[config.mk]
export PLATFORM = sky130hd
export DESIGN_NAME = burst_col_seq
export DESIGN_NICKNAME = d
export VERILOG_FILES = /design/src/rtl/bcs_pkg.sv /design/src/rtl/bcs_mode_decode.sv /design/src/rtl/bcs_beat_ctrl.sv /design/src/rtl/bcs_col_gen.sv /design/src/rtl/burst_col_seq.sv
export SDC_FILE = /design/constraint.sdc
export NUM_CORES = 1
export LEC_CHECK = 0
export BUFFER_PORTS_ARGS = -buffer_cell sky130_fd_sc_hd__buf_2
export CAP_MARGIN = 20
export CORE_MARGIN = 4
export CORE_UTILIZATION = 45
export CTS_CLUSTER_SIZE = 25
export DETAILED_ROUTE_END_ITERATION = 10
export GPL_ROUTABILITY_DRIVEN = 0
export PLACE_DENSITY_LB_ADDON = 0.05
export SLEW_MARGIN = 5
export SYNTH_ARGS = -nofsm -noshare
export SYNTH_HDL_FRONTEND = slang
export SYNTH_HIERARCHICAL = 1
export SYNTH_SLANG_ARGS = --single-unit
[constraint.sdc]
create_clock -name clk -period 2.8 [get_ports clk]
set_input_delay 0.14 -clock clk [delete_from_list [all_inputs] [get_ports clk]]
set_output_delay 0.14 -clock clk [all_outputs]
set_load 0.02 [all_outputs]
[src/rtl/bcs_pkg.sv]
package bcs_pkg;

    localparam int LEN_CODE_W = 3;
    localparam int OFF_W      = 3;   // offset bits for the longest burst (8)

    typedef enum logic {
        ORD_SEQ   = 1'b0,
        ORD_INTLV = 1'b1
    } order_e;

    // decoded length: ok flag plus in-block offset mask (N-1)
    typedef struct packed {
        logic             ok;
        logic [OFF_W-1:0] mask;
    } bl_info_t;

    // burst configuration captured at the start strobe
    typedef struct packed {
        order_e           order;
        logic [OFF_W-1:0] mask;
        logic [OFF_W-1:0] start_off;
    } burst_cfg_t;

    function automatic bl_info_t decode_bl(input logic [LEN_CODE_W-1:0] code);
        bl_info_t r;
        r.ok   = 1'b1;
        r.mask = '0;
        unique case (code)
            3'b001:  r.mask = 3'b001;
            3'b010:  r.mask = 3'b011;
            3'b011:  r.mask = 3'b111;
            default: r.ok   = 1'b0;
        endcase
        return r;
    endfunction

    function automatic logic [OFF_W-1:0] beat_offset(
        input order_e           ord,
        input logic [OFF_W-1:0] soff,
        input logic [OFF_W-1:0] k,
        input logic [OFF_W-1:0] mask
    );
        logic [OFF_W-1:0] r;
        if (ord == ORD_INTLV) r = (soff ^ k) & mask;
        else                  r = (soff + k) & mask;
        return r;
    endfunction

endpackage

[src/rtl/bcs_mode_decode.sv]
module bcs_mode_decode
    import bcs_pkg::*;
#(
    parameter int COL_W = 10
) (
    input  logic [LEN_CODE_W-1:0] len_code_i,
    input  logic                  interleave_i,
    input  logic [COL_W-1:0]      start_col_i,
    output burst_cfg_t            cfg_o,
    output logic                  reserved_o
);
    bl_info_t info;

    always_comb begin
        info            = decode_bl(len_code_i);
        reserved_o      = !info.ok;
        cfg_o.order     = interleave_i ? ORD_INTLV : ORD_SEQ;
        cfg_o.mask      = info.mask;
        cfg_o.start_off = start_col_i[OFF_W-1:0] & info.mask;
    end

endmodule

[src/rtl/bcs_beat_ctrl.sv]
module bcs_beat_ctrl
    import bcs_pkg::*;
(
    input  logic             clk,
    input  logic             rst,
    input  logic             start_i,
    input  logic             reserved_i,
    input  logic [OFF_W-1:0] mask_i,     // mask of the running burst
    output logic             accept_o,
    output logic             active_o,
    output logic [OFF_W-1:0] beat_o,
    output logic             last_o,
    output logic             err_o
);
    logic             active_q;
    logic [OFF_W-1:0] beat_q;
    logic             err_q;

    assign last_o   = active_q && (beat_q == mask_i);
    assign accept_o = start_i && (!active_q || last_o);

    always_ff @(posedge clk) begin
        if (rst) begin
            active_q <= 1'b0;
            beat_q   <= '0;
            err_q    <= 1'b0;
        end else begin
            err_q <= accept_o && reserved_i;
            if (accept_o) begin
                active_q <= !reserved_i;
                beat_q   <= '0;
            end else if (active_q) begin
                if (last_o) active_q <= 1'b0;
                else        beat_q   <= beat_q + 3'd1;
            end
        end
    end

    assign active_o = active_q;
    assign beat_o   = beat_q;
    assign err_o    = err_q;

    assert_last_in_burst_R5: assert property (@(posedge clk) disable iff (rst)
        last_o |-> active_o);

    assert_err_no_burst_R7: assert property (@(posedge clk) disable iff (rst)
        err_o |-> !active_o);

    assert_ignore_midburst_R9: assert property (@(posedge clk) disable iff (rst)
        (active_o && !last_o) |=> (active_o && beat_o == $past(beat_o) + 3'd1));

    assert_beat_in_block_R1: assert property (@(posedge clk) disable iff (rst)
        active_o |-> ((beat_o & ~mask_i) == '0));

endmodule

[src/rtl/bcs_col_gen.sv]
module bcs_col_gen
    import bcs_pkg::*;
#(
    parameter int COL_W = 10
) (
    input  logic             clk,
    input  logic             rst,
    input  logic             load_i,
    input  burst_cfg_t       cfg_i,
    input  logic [COL_W-1:0] start_col_i,
    input  logic [OFF_W-1:0] beat_i,
    output logic [COL_W-1:0] col_o,
    output logic [OFF_W-1:0] mask_o,
    output order_e           order_o
);
    localparam int HI_W = COL_W - OFF_W;

    burst_cfg_t       cfg_q;
    logic [HI_W-1:0]  hi_q;
    logic [OFF_W-1:0] lo_fix_q;   // bits inside 3-bit field but above block
    logic [OFF_W-1:0] off;

    always_ff @(posedge clk) begin
        if (rst) begin
            cfg_q    <= '{order: ORD_SEQ, mask: '0, start_off: '0};
            hi_q     <= '0;
            lo_fix_q <= '0;
        end else if (load_i) begin
            cfg_q    <= cfg_i;
            hi_q     <= start_col_i[COL_W-1:OFF_W];
            lo_fix_q <= start_col_i[OFF_W-1:0] & ~cfg_i.mask;
        end
    end

    always_comb begin
        off   = beat_offset(cfg_q.order, cfg_q.start_off, beat_i, cfg_q.mask);
        col_o = {hi_q, lo_fix_q | off};
    end

    assign mask_o  = cfg_q.mask;
    assign order_o = cfg_q.order;

    assert_first_beat_start_R4: assert property (@(posedge clk) disable iff (rst)
        (beat_i == '0) |-> ((col_o[OFF_W-1:0] & cfg_q.mask) == cfg_q.start_off));

endmodule

[src/rtl/burst_col_seq.sv]
module burst_col_seq
    import bcs_pkg::*;
#(
    parameter int COL_W = 10
) (
    input  logic                  clk,
    input  logic                  rst,
    input  logic                  start_i,
    input  logic [COL_W-1:0]      start_col_i,
    input  logic [LEN_CODE_W-1:0] len_code_i,
    input  logic                  interleave_i,
    output logic [COL_W-1:0]      col_o,
    output logic                  valid_o,
    output logic                  last_o,
    output logic                  err_o
);
    burst_cfg_t       cfg;
    logic             reserved;
    logic             accept;
    logic             active;
    logic [OFF_W-1:0] beat;
    logic [OFF_W-1:0] mask_q;
    order_e           order_q;
    logic [COL_W-1:0] col;

    bcs_mode_decode #(.COL_W(COL_W)) u_dec (
        .len_code_i  (len_code_i),
        .interleave_i(interleave_i),
        .start_col_i (start_col_i),
        .cfg_o       (cfg),
        .reserved_o  (reserved)
    );

    bcs_beat_ctrl u_ctrl (
        .clk       (clk),
        .rst       (rst),
        .start_i   (start_i),
        .reserved_i(reserved),
        .mask_i    (mask_q),
        .accept_o  (accept),
        .active_o  (active),
        .beat_o    (beat),
        .last_o    (last_o),
        .err_o     (err_o)
    );

    bcs_col_gen #(.COL_W(COL_W)) u_col (
        .clk        (clk),
        .rst        (rst),
        .load_i     (accept && !reserved),
        .cfg_i      (cfg),
        .start_col_i(start_col_i),
        .beat_i     (beat),
        .col_o      (col),
        .mask_o     (mask_q),
        .order_o    (order_q)
    );

    assign valid_o = active;
    assign col_o   = col;

    initial begin
        assert_col_width_R2: assert (COL_W > OFF_W);
    end

    assert_upper_fixed_R2: assert property (@(posedge clk) disable iff (rst)
        (valid_o && $past(valid_o) && !$past(last_o)) |-> $stable(col_o[COL_W-1:OFF_W]));

    assert_seq_step_R3: assert property (@(posedge clk) disable iff (rst)
        (valid_o && $past(valid_o) && !$past(last_o) && order_q == ORD_SEQ) |->
        ((col_o[OFF_W-1:0] & mask_q) == (($past(col_o[OFF_W-1:0]) + 3'd1) & mask_q)));

    assert_reset_quiet_R10: assert property (@(posedge clk)
        $past(rst) |-> (!valid_o && !last_o && !err_o));

endmodule

==> impl_metrics.toml <==
[detailed_routing]
vias_per_cell = 5.05
routed_wl_mm = 2.07
vias = 838
drcViolationCount = 0
ant_nets = 0
dr.pass1.iters = 4
post_drt_wl_per_cell_um = 12.5
drtIter0Drc = 25

[clock_network]
post_cts_buffers = 0
cts_tree = "built"
cts_resized = 0
htreeDepth = 1
cts_buffers = 3
cts_root_buffer = "clkbuf_4"
clkTransAtPathRegs_ns = 0.13
cts-hold-fix-buffers = 0
clk-insertion-delay-late_ns = 0.31
clock-sinks = 22
clock_path_buffers = 2

[layout]
final-instance-count-excl-fill = 166
utilization_pct = 56.0
area_growth_pct = 14.5
layout.nets = 160
antenna_cells = 0
n_fill_cell = 201
drive_gt1_share_pct = 28.3

[floorplan]
die_w_um = 57.7
fp.dieArea_um2 = 3330
start_util_pct = 48.9
rows = 17
core_um2 = 2280
die_y_um = 57.7
io_pins = 30

[yosys]
synth_seq_cells = 22
syn_area_um2 = 1110
synth_fp_nets = 134
synth_area_per_cell_um2 = 9.84
synthArstFlopShare_pct = 0
synth_warnings = 6
synth_area_leader_cell = "dfxtp_1"
ys_top_cells_by_area = "dfxtp_1 40%, mux2i_1 13%, nor2_1 5.7%, buf_4 4.0%, ha_1 3.4%"
seq_area_frac_synth_pct = 39.6
synthCells = 113
synth.distinct_cells = 30
netlist_top_cells_count = "22 x dfxtp_1, 17 x nor2_1, 15 x mux2i_1"
ys.flop_type = "dfxtp_1"
synth.top_cell.area_share_pct = 39.6
synth-edff-count = 0
synth_most_common_cell = "dfxtp_1"

[setup_path]
crit_start = "u_ctrl/beat_o[1]"
worst-setup-path-type = "reg2reg"
cp.required_ns = 3.00
path_max_fanout = 20
r2r-start = "u_ctrl/beat_o[1]"
startpoint_type = "register"
critPathArrivalTime_ns = 2.29
endpoint_kind = "register"

[placement]
dp_hpwl_mm = 1.51
port_buffers = 29
place_inst = 162

[sta]
worst_pin_slew_ns = 0.597
hold_violations = 0
slew_viol_final = 0
rsz0062_at_grt = "false"
fin_crit_ns = 2.09
setup_viol = 0
slew_headroom_pct = 60.1
finalCritPeriodShare_pct = 74.7
finClkSkew_ns = 0.00625
max_freq_mhz = 478
fin_tns_setup_ns = 0

[pwr]
p_per_area_nw_per_um2 = 460
power_frac_clock_pct = 30.6
switching_share_pct = 25.5
p_int_uw = 437
power.net_switching_uw = 149
p_leak_nw = 0.598
sequentialPowerShare_pct = 56.2
vdd_drop_max_uv = 338
combPwrFrac_pct = 13.1

[job]
maxCapViolCount = 0

[run_status]
status = "complete, no violations"

[worst_hold_path]
min_path_type = "in2reg"
hp-start = "start_col_i[4]"

[global_routing]
grt_pass1_wl_mm = 3.55
grt_max_degree = 27
globalRouteOverflowTotal = 0
grtUsageTotal_pct = 13.1
antenna_found_initial = 0
grt_pass1_vias = 807
sequential cells by signal, summed over array words and instances (netlist names):
| register | flops |
|---|---|
| u_ctrl/beat_o | 3 |
| u_ctrl/err_o | 1 |
| u_col/cfg_q | 3 |
| u_ctrl/active_o | 1 |
| u_col/order_o | 1 |
| u_col/hi_q | 7 |
| u_col/mask_o | 3 |
| u_col/lo_fix_q | 3 |
path summary, 6_finish.rpt:
path	to	slack (ns)	depth (start not counted)
hold reg to reg	u_col/lo_fix_q[0]	0.49	2
setup reg to reg	u_col/hi_q[3]	0.71	6
hold / removal	u_col/hi_q[1]	0.05	3
setup / recovery	u_col/hi_q[3]	0.71	6
logic make-up (layout without fill, tap and decap cells):
family	Yosys count	count (layout)	share of synthesized area, %
AND/OR/NAND/NOR	38	38	20.7
multiplexers	15	15	13.5
buffers and inverters	14	39	6.97
flip-flops	22	22	39.6
AO/OA/AOI/OAI	15	15	10.1
adder cells (fa/ha/maj)	4	4	5.17
XOR/XNOR	5	5	3.94
layer usage:
metal | up-vias | GRT usage (%) | share of wire (%)
li1 | 430 | - | -
met1 | 378 | 18.1 | 48
met2 | 28 | 20.6 | 44
met3 | 2 | 2.67 | 6.7
met4 | 0 | 3.97 | 0.92
met5 | - | 0 | 0
power by group through the flow:
stage | clock network [mW] | registers, mW | logic (mW)
after floorplan | 0 | 0.343 | 0.0468
after global placement | 0 | 0.336 | 0.0764
after global routing | 0.200 | 0.331 | 0.0851
after CTS | 0.185 | 0.330 | 0.0781
after detailed placement | 0 | 0.337 | 0.0778
final | 0.180 | 0.330 | 0.0770
placed cells by master (no fill, tap or decap), types with 2 or more instances in the layout:
| cell type | instances |
|---|---|
| mux2i_1 | 15 |
| clkbuf_4 | 3 |
| nand3b_1 | 3 |
| o31ai_1 | 2 |
| nor2b_4 | 2 |
| nor4bb_1 | 2 |
| xor2_1 | 3 |
| ha_1 | 3 |
| buf_2 | 29 |
| a21oi_1 | 4 |
| inv_1 | 6 |
| nor2_1 | 17 |
| a21o_1 | 3 |
| dfxtp_1 | 22 |
| and2_2 | 2 |
| xnor2_1 | 2 |
| nand2b_1 | 6 |
final cells by class:
class                      instances  area [um2]  share of cell area, %
clock buffer                       4        36.3                   2.85
sequential                        22         440                   34.6
inverter                           6        22.5                   1.77
tap                               28        35.0                   2.75
multi-input combinational         77         594                   46.7
timing repair buffer              29         145                   11.4
metrics by stage:
stage | worst slack (ns) | instance area (um2) | power [mW] | hold slack, ns
finish | 0.709 | 1270 | 0.586 | 0.0532
global route | 0.504 | 1270 | 0.616 | 0.0449
CTS | 0.684 | 1270 | 0.593 | 0.0490
detailed placement | 0.708 | 1240 | 0.415 | 0.384
global placement | 0.759 | 1240 | 0.413 | 0.373
floorplan | 1.09 | 1110 | 0.390 | 0.209
worst max-delay path, stage by stage (launching register included):
cell and delay (ns):
dfxtp_1 0.37, xor2_1 0.22, o31ai_1 0.37, and2_1 0.18, nor2b_4 0.52, mux2i_1 0.25
nor2_1 0.06
Note: power is estimated with default switching activity, not from simulation.
